File: config.mk
export PLATFORM = sky130hd
export DESIGN_NAME = ccd_clamp_gen
export DESIGN_NICKNAME = d
export VERILOG_FILES = /design/src/rtl/ccd_clamp_pkg.sv /design/src/rtl/ccd_pix_counter.sv /design/src/rtl/ccd_window_decode.sv /design/src/rtl/ccd_clamp_polarity.sv /design/src/rtl/ccd_clamp_gen.sv
export SDC_FILE = /design/constraint.sdc
export NUM_CORES = 1
export LEC_CHECK = 0
export BUFFER_PORTS_ARGS = -buffer_cell sky130_fd_sc_hd__buf_2
export CAP_MARGIN = 20
export CORE_MARGIN = 2
export CORE_UTILIZATION = 40
export DETAILED_ROUTE_END_ITERATION = 8
export PLACE_DENSITY_LB_ADDON = 0.3
export SYNTH_ARGS = -nofsm -noshare
export SYNTH_HDL_FRONTEND = slang
export SYNTH_SLANG_ARGS = --single-unit
File: constraint.sdc
create_clock -name clk -period 1.8 [get_ports clk]
set_input_delay 0.18 -clock clk [delete_from_list [all_inputs] [get_ports clk]]
set_output_delay 0.18 -clock clk [all_outputs]
set_load 0.05 [all_outputs]
File: src/rtl/ccd_clamp_pkg.sv
package ccd_clamp_pkg;

    typedef struct packed {
        logic ob;
        logic dm;
        logic adc;
    } clamp_set_t;

    // Half-open span test: first <= pos < first + len
    function automatic logic in_span(input int unsigned pos,
                                     input int unsigned first,
                                     input int unsigned len);
        return (pos >= first) && (pos < first + len);
    endfunction

    // Closed range test used by an independent decode path
    function automatic logic in_range(input int unsigned pos,
                                      input int unsigned lo,
                                      input int unsigned hi);
        return (pos >= lo) && (pos <= hi);
    endfunction

endpackage

File: src/rtl/ccd_pix_counter.sv
module ccd_pix_counter #(
    parameter int unsigned LINE_LEN = 1024,
    parameter int unsigned CW       = $clog2(LINE_LEN)
) (
    input  logic          clk,
    input  logic          rst,
    input  logic          line_start,
    output logic [CW-1:0] pix
);
    localparam logic [CW-1:0] LAST = CW'(LINE_LEN - 1);

    always_ff @(posedge clk) begin
        if (rst || line_start) begin
            pix <= '0;
        end else if (pix == LAST) begin
            pix <= '0;
        end else begin
            pix <= pix + 1'b1;
        end
    end

    assert_wrap_R2: assert property (@(posedge clk) disable iff (rst)
        (pix == LAST && !line_start) |=> (pix == '0));

    assert_step_R2: assert property (@(posedge clk) disable iff (rst)
        (pix != LAST && !line_start) |=> (pix == $past(pix) + 1'b1));

    assert_restart_R3: assert property (@(posedge clk) disable iff (rst)
        line_start |=> (pix == '0));

    assert_in_line_R2: assert property (@(posedge clk) disable iff (rst)
        32'(pix) < LINE_LEN);

endmodule

File: src/rtl/ccd_window_decode.sv
module ccd_window_decode
    import ccd_clamp_pkg::*;
#(
    parameter int unsigned LINE_LEN  = 1024,
    parameter int unsigned OB_LEN    = 40,
    parameter int unsigned DM_LEN    = 40,
    parameter bit          HAS_DUMMY = 1'b1,
    parameter int unsigned FLY_START = 48,
    parameter int unsigned FLY_LEN   = 16,
    parameter int unsigned CW        = $clog2(LINE_LEN)
) (
    input  logic          clk,
    input  logic          rst,
    input  logic [CW-1:0] pix,
    output clamp_set_t    raw,
    output logic          video
);
    localparam int unsigned DM_FIRST = LINE_LEN - DM_LEN;
    localparam int unsigned FLY_LAST = FLY_START + FLY_LEN - 1;

    int unsigned p;
    assign p = 32'(pix);

    always_comb raw.ob = in_span(p, 0, OB_LEN);

    generate
        if (HAS_DUMMY) begin : g_dummy
            always_comb begin
                raw.dm  = in_span(p, DM_FIRST, DM_LEN);
                raw.adc = in_range(p, DM_FIRST, LINE_LEN - 1);
                video   = in_range(p, OB_LEN, DM_FIRST - 1);
            end

            assert_line_end_R5: assert property (@(posedge clk) disable iff (rst)
                (p == LINE_LEN - 1) |-> raw.dm);
        end else begin : g_flyback
            always_comb begin
                raw.dm  = in_span(p, FLY_START, FLY_LEN);
                raw.adc = in_range(p, FLY_START, FLY_LAST);
                video   = in_range(p, OB_LEN, FLY_START - 1)
                        | in_range(p, FLY_LAST + 1, LINE_LEN - 1);
            end

            assert_no_end_clamp_R7: assert property (@(posedge clk) disable iff (rst)
                (p == LINE_LEN - 1) |-> !raw.dm);
        end
    endgenerate

    assert_adc_match_R6: assert property (@(posedge clk) disable iff (rst)
        raw.adc == raw.dm);

    assert_video_excl_R9: assert property (@(posedge clk) disable iff (rst)
        video |-> !(raw.ob || raw.dm));

    assert_video_cover_R9: assert property (@(posedge clk) disable iff (rst)
        !video |-> (raw.ob || raw.dm));

    assert_ob_first_R4: assert property (@(posedge clk) disable iff (rst)
        (p == 0) |-> raw.ob);

endmodule

File: src/rtl/ccd_clamp_polarity.sv
module ccd_clamp_polarity
    import ccd_clamp_pkg::*;
(
    input  clamp_set_t raw,
    input  logic       active_low,
    output logic       ob_o,
    output logic       dm_o,
    output logic       adc_o
);
    clamp_set_t drv;

    always_comb begin
        drv   = raw ^ {3{active_low}};
        ob_o  = drv.ob;
        dm_o  = drv.dm;
        adc_o = drv.adc;
    end

endmodule

File: src/rtl/ccd_clamp_gen.sv
module ccd_clamp_gen
    import ccd_clamp_pkg::*;
#(
    parameter int unsigned LINE_LEN  = 1024,
    parameter int unsigned OB_LEN    = 40,
    parameter int unsigned DM_LEN    = 40,
    parameter bit          HAS_DUMMY = 1'b1,
    parameter int unsigned FLY_START = 48,
    parameter int unsigned FLY_LEN   = 16
) (
    input  logic clk,
    input  logic rst,
    input  logic line_start,
    input  logic clamp_active_low,
    output logic clamp_ob,
    output logic clamp_dm,
    output logic clamp_adc,
    output logic video_active
);
    localparam int unsigned CW = $clog2(LINE_LEN);

    logic [CW-1:0] pix;
    clamp_set_t    raw;

    ccd_pix_counter #(.LINE_LEN(LINE_LEN), .CW(CW)) u_cnt (
        .clk        (clk),
        .rst        (rst),
        .line_start (line_start),
        .pix        (pix)
    );

    ccd_window_decode #(
        .LINE_LEN  (LINE_LEN),
        .OB_LEN    (OB_LEN),
        .DM_LEN    (DM_LEN),
        .HAS_DUMMY (HAS_DUMMY),
        .FLY_START (FLY_START),
        .FLY_LEN   (FLY_LEN),
        .CW        (CW)
    ) u_dec (
        .clk   (clk),
        .rst   (rst),
        .pix   (pix),
        .raw   (raw),
        .video (video_active)
    );

    ccd_clamp_polarity u_pol (
        .raw        (raw),
        .active_low (clamp_active_low),
        .ob_o       (clamp_ob),
        .dm_o       (clamp_dm),
        .adc_o      (clamp_adc)
    );

    assert_pol_split_R8: assert property (@(posedge clk) disable iff (rst)
        (clamp_ob ^ clamp_active_low) |-> !video_active);

endmodule

# Word level (Yosys, flattened, before mapping)
# Cells that the tools add are included.
[word_totals]
regBits = 10
output_inout_bits = 4
[classes]
add_sub_neg = 1
order_cmp = 7
n_eq_ne = 1
bitwise_logic = 1
reduce_logical = 6
[ops]
columns = ["cell", "count"]
rows = [
  ["$le A10 B10 Y1 const B", 2],
  ["$lt A10 B11 Y1 const B", 1],
  ["$add A10 B1 Y10 const B", 1],
  ["$eq A10 B10 Y1 const B", 1],
  ["$ge A10 B1 Y1 const B", 1],
  ["$ge A10 B10 Y1 const B", 1],
  ["$ge A10 B6 Y1 const B", 1],
  ["$lt A10 B6 Y1 const B", 1],
  ["$logic_and A1 B1 Y1", 4],
  ["$xor A3 B3 Y3", 1],
  ["$reduce_or A2 Y1", 1],
  ["$logic_or A1 B1 Y1", 1],
]

# Longest topological paths before layout
# Gate-level depths: netlist of the first run.
[logic_depth]
depth_word = 3
ltp_mapped = 4
mapped_depth_nobuf = 4

# By module
# A second synthesis of the first run with hierarchy kept.
[hier_totals]
hier_cells = 60
hier_area_um2 = 518.0
[by_module_without_submodules]
columns = ["mod", "n_inst", "cells_each", "area_each_um2"]
rows = [
  ["ccd_pix_counter", 1, 49, 440.4],
  ["ccd_window_decode", 1, 8, 51.3],
  ["ccd_clamp_polarity", 1, 3, 26.3],
]

# Worst setup path before layout of the first run
# No wires, ideal clock.
[synth_path]
kind = "register -> output"
start = "register u_cnt.pix[0]"
end = "output clamp_adc"
arrival_ns = 1.807
path_slack_ns = -0.187
path_stages_with_launch = 5
path_buffers = 0
path_cell_list = "dfxtp_1 -> ha_1 -> nor2b_1 -> a311oi_1 -> xor2_1"
[synth_via]
elab_chain_len = 3
word_cells_on_any_way = 4
cone_classes = "2 x order compare; 1 x bitwise; 1 x reduce/logical"
[synth_rtl]
columns = ["element", "line_no", "source"]
rows = [
  ["start: declaration", "ccd_pix_counter.sv:8", "output logic [CW-1:0] pix"],
  ["start signal: assignment", "ccd_pix_counter.sv:18", "pix <= pix + 1'b1;"],
  ["$ge A10 B10 Y1 or $le A10 B10 Y1 (tied branches)", "ccd_clamp_pkg.sv:20", "return (pos >= lo) && (pos <= hi);"],
  ["$logic_and A1 B1 Y1 *", "ccd_clamp_pkg.sv:20", ""],
  ["$xor A3 B3 Y3 *", "ccd_clamp_polarity.sv:13", "drv = raw ^ {3{active_low}};"],
  ["end: declaration", "ccd_clamp_gen.sv:17", "output logic clamp_adc,"],
]
# Every way passes the cells marked *; elsewhere a longest branch is shown, timed or not.

# Worst setup path after layout of the first run
[layout_path]
start = "register u_cnt.pix[8]"
end = "output clamp_dm"
[layout_via]
elab_chain_len = 3
word_cells_on_any_way = 4
cone_classes = "2 x order compare; 1 x bitwise; 1 x reduce/logical"
[layout_rtl]
columns = ["element", "line_no", "source"]
rows = [
  ["$lt A10 B11 Y1 or $ge A10 B10 Y1 (tied branches)", "ccd_clamp_pkg.sv:13", "return (pos >= first) && (pos < first + len);"],
  ["$logic_and A1 B1 Y1 *", "ccd_clamp_pkg.sv:13", ""],
  ["$xor A3 B3 Y3 *", "ccd_clamp_polarity.sv:13", ""],
  ["end: declaration", "ccd_clamp_gen.sv:16", "output logic clamp_dm,"],
]
# Marked as above.

==> results of run 1 <==
timing repair:
action / in CTS / in global routing
endpoints found under the setup margin: 1 / 2
setup buffers: 0 / 1
pin swaps: 0 / 2
resized for setup: 3 / 8
final cells by class:
| class | instances | area [um2] | area share, % |
|---|---|---|---|
| flip-flops and latches | 10 | 213 | 29.6 |
| clock buffers | 4 | 36.3 | 5.05 |
| repair buffers | 10 | 66.3 | 9.23 |
| well taps | 15 | 18.8 | 2.61 |
| inverters | 3 | 11.3 | 1.57 |
| multi-input cells | 51 | 373 | 51.9 |
worst max-delay path: stages (launching register included):
cell	delay [ps]
dfxtp_1	400
nand4_1	160
buf_4	180
nor2_1	120
xor2_1	150
clkbuf_4	250
cells in the mapped netlist, drive strengths merged:
master / count / area, um2
a21boi: 2 / 15.0
a21oi: 6 / 33.8
a311oi: 1 / 8.76
and3: 1 / 6.26
buf: 2 / 10.0
dfxtp: 10 / 200
ha: 3 / 37.5
inv: 3 / 11.3
nand2: 5 / 18.8
nand3: 3 / 32.5
nand4: 2 / 12.5
nand4b: 1 / 8.76
nor2: 7 / 26.3
nor2b: 1 / 6.26
nor4: 1 / 6.26
o21ai: 4 / 20.0
o31ai: 3 / 36.3
or3: 3 / 18.8
or4: 2 / 18.8
xnor2: 2 / 17.5
xor2: 4 / 35.0
worst max-delay path by stage:
stage / to / start / slack (ps)
finish: clamp_dm / u_cnt.pix[8] / 80
detailed placement: clamp_adc / u_cnt.pix[0] / 190
global placement: clamp_adc / u_cnt.pix[0] / 230
floorplan: clamp_adc / u_cnt.pix[0] / 40
CTS: clamp_adc / u_cnt.pix[0] / 20
global route: clamp_dm / u_cnt.pix[8] / -50
metrics by stage:
stage	area [um2]	TNS (ps)
after floorplan	594	0
after CTS	694	0
after global placement	653	0
after global routing	718	-49.1
after detailed placement	653	0
final	718	0
metal layers:
| layer | part of all wire, % | track usage, % | up-vias | routed length (um) |
|---|---|---|---|---|
| met5 | 0 | 0 | - | 0 |
| met4 | 2.4 | 11.3 | 0 | 27 |
| met3 | 4.8 | 7.76 | 5 | 54 |
| met2 | 49 | 23.4 | 10 | 553 |
| met1 | 44 | 16.1 | 227 | 489 |
| li1 | - | - | 256 | - |
power by group:
| part | switching, mW | internal, mW |
|---|---|---|
| Combinational | 0.0250 | 0.0148 |
| Sequential | 0.00363 | 0.222 |
| Clock | 0.0818 | 0.123 |
| Total | 0.110 | 0.360 |
cells in the final DEF (no fill, tap or decap), drive strengths merged:
cell type,n
nor2,7
nor2b,1
buf,9
o31ai,3
ha,3
xor2,4
nand4b,1
clkbuf,5
or3,3
a21oi,6
a311oi,1
inv,3
nand3,3
a21boi,2
o21ai,4
or4,2
nand4,2
dfxtp,10
nor4,1
and3,1
nand2,5
xnor2,2
kinds of logic (layout without fill, tap and decap cells):
family | after synthesis | in the layout
buffers and inverters | 5 | 17
xor gates and xnor gates | 6 | 6
AOI/OAI and AO/OA | 16 | 16
and+or+nand+nor | 26 | 26
DFF | 10 | 10
adders and majority gates | 3 | 3
==> flow_metrics.env, run 1 <==
export IMPL_cts_sinks=10
export IMPL_setup_viol=0
export IMPL_worst_slew_pin_slew_ps=435
export IMPL_crit_type="reg -> out"
export IMPL_nNetsFinal=86
export IMPL_min_from="line_start"
export IMPL_antenna_found_initial=0
export IMPL_numCtsBuffers=3
export IMPL_max_vdd_ir_drop_mv=0.486
export IMPL_grt_pass1_vias=466
export IMPL_ys_ff_latch=10
export IMPL_rows=13
export IMPL_synth_seq_area_share_pct=34.5
export IMPL_overflow=0
export IMPL_cap_violations=0
export IMPL_tritoncts="done"
export IMPL_netlist_area_um2=581
export IMPL_clk_pin_slew_worst_paths_ps=70
export IMPL_crit_arrival_ps=1540
export IMPL_timing_rr_start="u_cnt.pix[0]"
export IMPL_synth_area_mux_share_pct=0
export IMPL_yosysWarnings=0
export IMPL_routedWlPerCell_um=12.1
export IMPL_synth_fa_ha_area_share_pct=6.47
export IMPL_hold_viol_final=0
export IMPL_dpl_worst_slack_ps=187
export IMPL_fp_dieArea_um2=1770
export IMPL_drive_gt1_share_pct=34.6
export IMPL_synth_compound_area_share_pct=19.6
export IMPL_port_buffer_count=7
export IMPL_die_height_um=42.1
export IMPL_syn_to_final_growth_pct=23.7
export IMPL_fin_skew_ps=4.47
export IMPL_hold_depth=3
export IMPL_cp_required_ps=1620
export IMPL_worst_setup_path_start_kind="flop"
export IMPL_hold_class="in -> reg"
export IMPL_synth_top_family_by_area="simple AND/OR/NAND/NOR gates"
export IMPL_end_kind="output port"
export IMPL_worstSkewPairLatency_ps=270
export IMPL_fin_crit_ps=1720
export IMPL_maxSlewHeadroom_pct=71.0
export IMPL_rr_endpoint="u_cnt.pix[4]"
export IMPL_holdPathEnd="u_cnt.pix[6]"
export IMPL_synth_simple_area_share_pct=26.7
export IMPL_ctsHoldBuffers=0
export IMPL_ios=8
export IMPL_grt_max_degree=9
export IMPL_fillCellCount=129
export IMPL_synthXorXnorAreaFrac_pct=9.05
export IMPL_clock_root_buffer="clkbuf_4"
export IMPL_cts_max_path_buffers=2
export IMPL_wl_um=1120
export IMPL_die_x_um=42.1
export IMPL_reg_top3="u_cnt.pix (10)"
export IMPL_rrSetupSlack_ps=340
export IMPL_p_total_uw=470
export IMPL_grt_use_total_pct=15.3
export IMPL_fp_coreArea_um2=1330
export IMPL_timing_hold_ws_ps=215
export IMPL_status="completed"
export IMPL_gp_congestion=0.678
export IMPL_start_util_pct=43.5
export IMPL_largest_register="u_cnt.pix"
export IMPL_dp_cells=88
export IMPL_vias=498
export IMPL_finalNonFillerCells=93
export IMPL_detailed_place_hpwl_um=819
export IMPL_utilization_pct=53.8
export IMPL_fin_ws_ps=83.8
export IMPL_power_density_nw_per_um2=655
export IMPL_path_max_fanout=5
export IMPL_largest_reg_flops=10
export IMPL_num_antenna_cells=0
export IMPL_drc=0
export IMPL_ant_nets=0
export IMPL_cts_htree_levels=1
export IMPL_synth_avg_cell_area_um2=8.80
export IMPL_slew_viol_final=0
export IMPL_grt_pass1_wl_um=1970
export IMPL_timing_final_crit_share_pct=95.3
export IMPL_synth_nets=73
export IMPL_synthCells=66
export IMPL_dr_pass1_iters=3
export IMPL_reg2reg_depth=5
export IMPL_max_freq_mhz=583
export IMPL_p_leak_nw=0.254
export IMPL_synth_cell_types=27
export IMPL_drt_initial_drc_count=1
export IMPL_viasPerCell=5.35
No activity file was read; power rests on OpenSTA's default activity.
==> inputs of run 2 (changes only) <==
Settings changed: PLACE_DENSITY_LB_ADDON 0.3 to 0.15.
Clock period 1.8 ns to 1.5 ns, I/O delays scaled along.
==> flow_metrics.env, run 2 (same netlist as run 1, synthesis figures left out) <==
export IMPL_end_kind="output port"
export IMPL_fillCellCount=105
export IMPL_port_buffer_count=7
export IMPL_tritoncts="done"
export IMPL_fp_coreArea_um2=1330
export IMPL_start_util_pct=43.5
export IMPL_setup_viol=4
export IMPL_dr_pass1_iters=4
export IMPL_grt_pass1_wl_um=2510
export IMPL_largest_reg_flops=10
export IMPL_swShare_pct=25.4
export IMPL_p_int_uw=430
export IMPL_max_vdd_ir_drop_mv=0.337
export IMPL_fin_crit_ps=1650
export IMPL_cts_max_path_buffers=2
export IMPL_vias=564
export IMPL_largest_register="u_cnt.pix"
export IMPL_reg_top3="u_cnt.pix (10)"
export IMPL_ios=8
export IMPL_rows=13
export IMPL_maxSlewHeadroom_pct=71.3
export IMPL_fin_skew_ps=8.03
export IMPL_setup_tns_ps=-426
export IMPL_gp_congestion=0.783
export IMPL_nNetsFinal=98
export IMPL_fp_dieArea_um2=1770
export IMPL_antenna_found_initial=0
export IMPL_routedWlPerCell_um=14.2
export IMPL_pwr_share_clk_pct=44.3
export IMPL_worst_slew_pin_slew_ps=430
export IMPL_clk_pin_slew_worst_paths_ps=70
export IMPL_ctsHoldBuffers=0
export IMPL_numCtsBuffers=3
export IMPL_num_antenna_cells=0
export IMPL_cap_violations=0
export IMPL_detailed_place_hpwl_um=973
export IMPL_path_max_fanout=4
export IMPL_layout_commonest_cell="buf_4"
export IMPL_timing_hold_ws_ps=184
export IMPL_switchingPower_uw=147
export IMPL_seq_power_share_pct=45.4
export IMPL_hold_class="in -> reg"
export IMPL_clock_root_buffer="clkbuf_4"
export IMPL_ant_nets=0
export IMPL_timing_final_crit_share_pct=110
export IMPL_layout_common_cells="buf_4, dfxtp_4, nor2_1"
export IMPL_cp_required_ps=1350
export IMPL_grt_pass1_vias=575
export IMPL_worst_setup_path_start_kind="flop"
export IMPL_cts_sinks=10
export IMPL_drc=0
export IMPL_crit_slowest_cell="dfxtp_4"
export IMPL_crit_type="reg -> out"
export IMPL_rsz0062_at_grt="true"
export IMPL_fin_ws_ps=-147
export IMPL_viasPerCell=5.37
export IMPL_cp_depth=4
export IMPL_crit_path_max_incr_delay_ps=370
export IMPL_die_height_um=42.1
export IMPL_worstSkewPairLatency_ps=280
export IMPL_overflow=0
export IMPL_dpl_worst_slack_ps=-47.4
export IMPL_cp_num_buf_inv=1
export IMPL_combPwrFrac_pct=10.4
export IMPL_syn_to_final_growth_pct=60.3
export IMPL_hold_depth=3
export IMPL_wl_um=1490
export IMPL_violations="negative setup slack"
export IMPL_die_x_um=42.1
export IMPL_drt_initial_drc_count=12
export IMPL_hold_viol_final=0
export IMPL_max_freq_mhz=607
export IMPL_crit_family="flip-flops"
export IMPL_status="finished, violations left"
export IMPL_power_density_nw_per_um2=620
export IMPL_p_leak_nw=0.326
export IMPL_drive_gt1_share_pct=57.8
export IMPL_slew_viol_final=0
export IMPL_crit_arrival_ps=1500
export IMPL_reg2reg_depth=4
export IMPL_worstPathCellList="nand4_1 > a311oi_4 > xor2_2 > buf_6"
export IMPL_cts_htree_levels=1
export IMPL_grt_use_total_pct=20.0
export IMPL_grt_max_degree=9
==> run 2: cell count changes in the layout (fill, tap and decap cells not counted), sizes merged <==
cell,change
clkbuf,-1
buf,+13
==> run 2: timing repair <==
action | 4_1_cts | 5_1_grt
gates resized for setup | 26 | 11
setup buffers | 4 | 2
pin swaps | 4 | 3
setup endpoints to repair | 4 | 5
==> run 2: worst min-delay path, cell delays in order <==
cell	delay [ps]
buf_2	70
nor2_1	70
a21boi_0	130
==> run 2: per-layer routing <==
metal	GRT usage, %	vias up	share of wire [%]
met5	0	-	0
met4	13.1	0	3.0
met3	7.76	6	4.0
met2	34.1	13	47
met1	20.1	261	46
li1	-	284	-
==> run 2: metrics by stage <==
step           util [%]  instance area, um2  instances  power, mW
3_5_place_dp       54.5                 727         95      0.327
3_3_place_gp       54.5                 727         95      0.326
5_1_grt            69.8                 931        105      0.607
6_report           69.8                 931        105      0.577
4_1_cts            65.7                 876        103      0.587
2_1_floorplan         -                 616         66      0.309
==> run 2: final cells by class <==
type	instances	area (um2)	share of cell area [%]
Tap cell	15	18.8	2.02
Multi-Input combinational cell	51	460	49.5
Clock buffer	4	36.3	3.90
Timing Repair Buffer	22	176	19.0
Sequential cell	10	228	24.5
Inverter	3	11.3	1.21
==> run 2: final timing paths <==
kind	from	end	slack, ps
min reg2reg	u_cnt.pix[9]	u_cnt.pix[9]	530
min	rst	u_cnt.pix[6]	180
max	u_cnt.pix[6]	clamp_adc	-150
max reg2reg	u_cnt.pix[6]	u_cnt.pix[3]	70
==> run 2: power by group through the flow <==
| stage | combinational (mW) | sequential (mW) | clock, mW |
|---|---|---|---|
| 2_1_floorplan | 0.0313 | 0.278 | 0 |
| 3_3_place_gp | 0.0498 | 0.276 | 0 |
| 3_5_place_dp | 0.0507 | 0.277 | 0 |
| 4_1_cts | 0.0598 | 0.266 | 0.261 |
| 5_1_grt | 0.0637 | 0.262 | 0.281 |
| 6_report | 0.0598 | 0.262 | 0.255 |
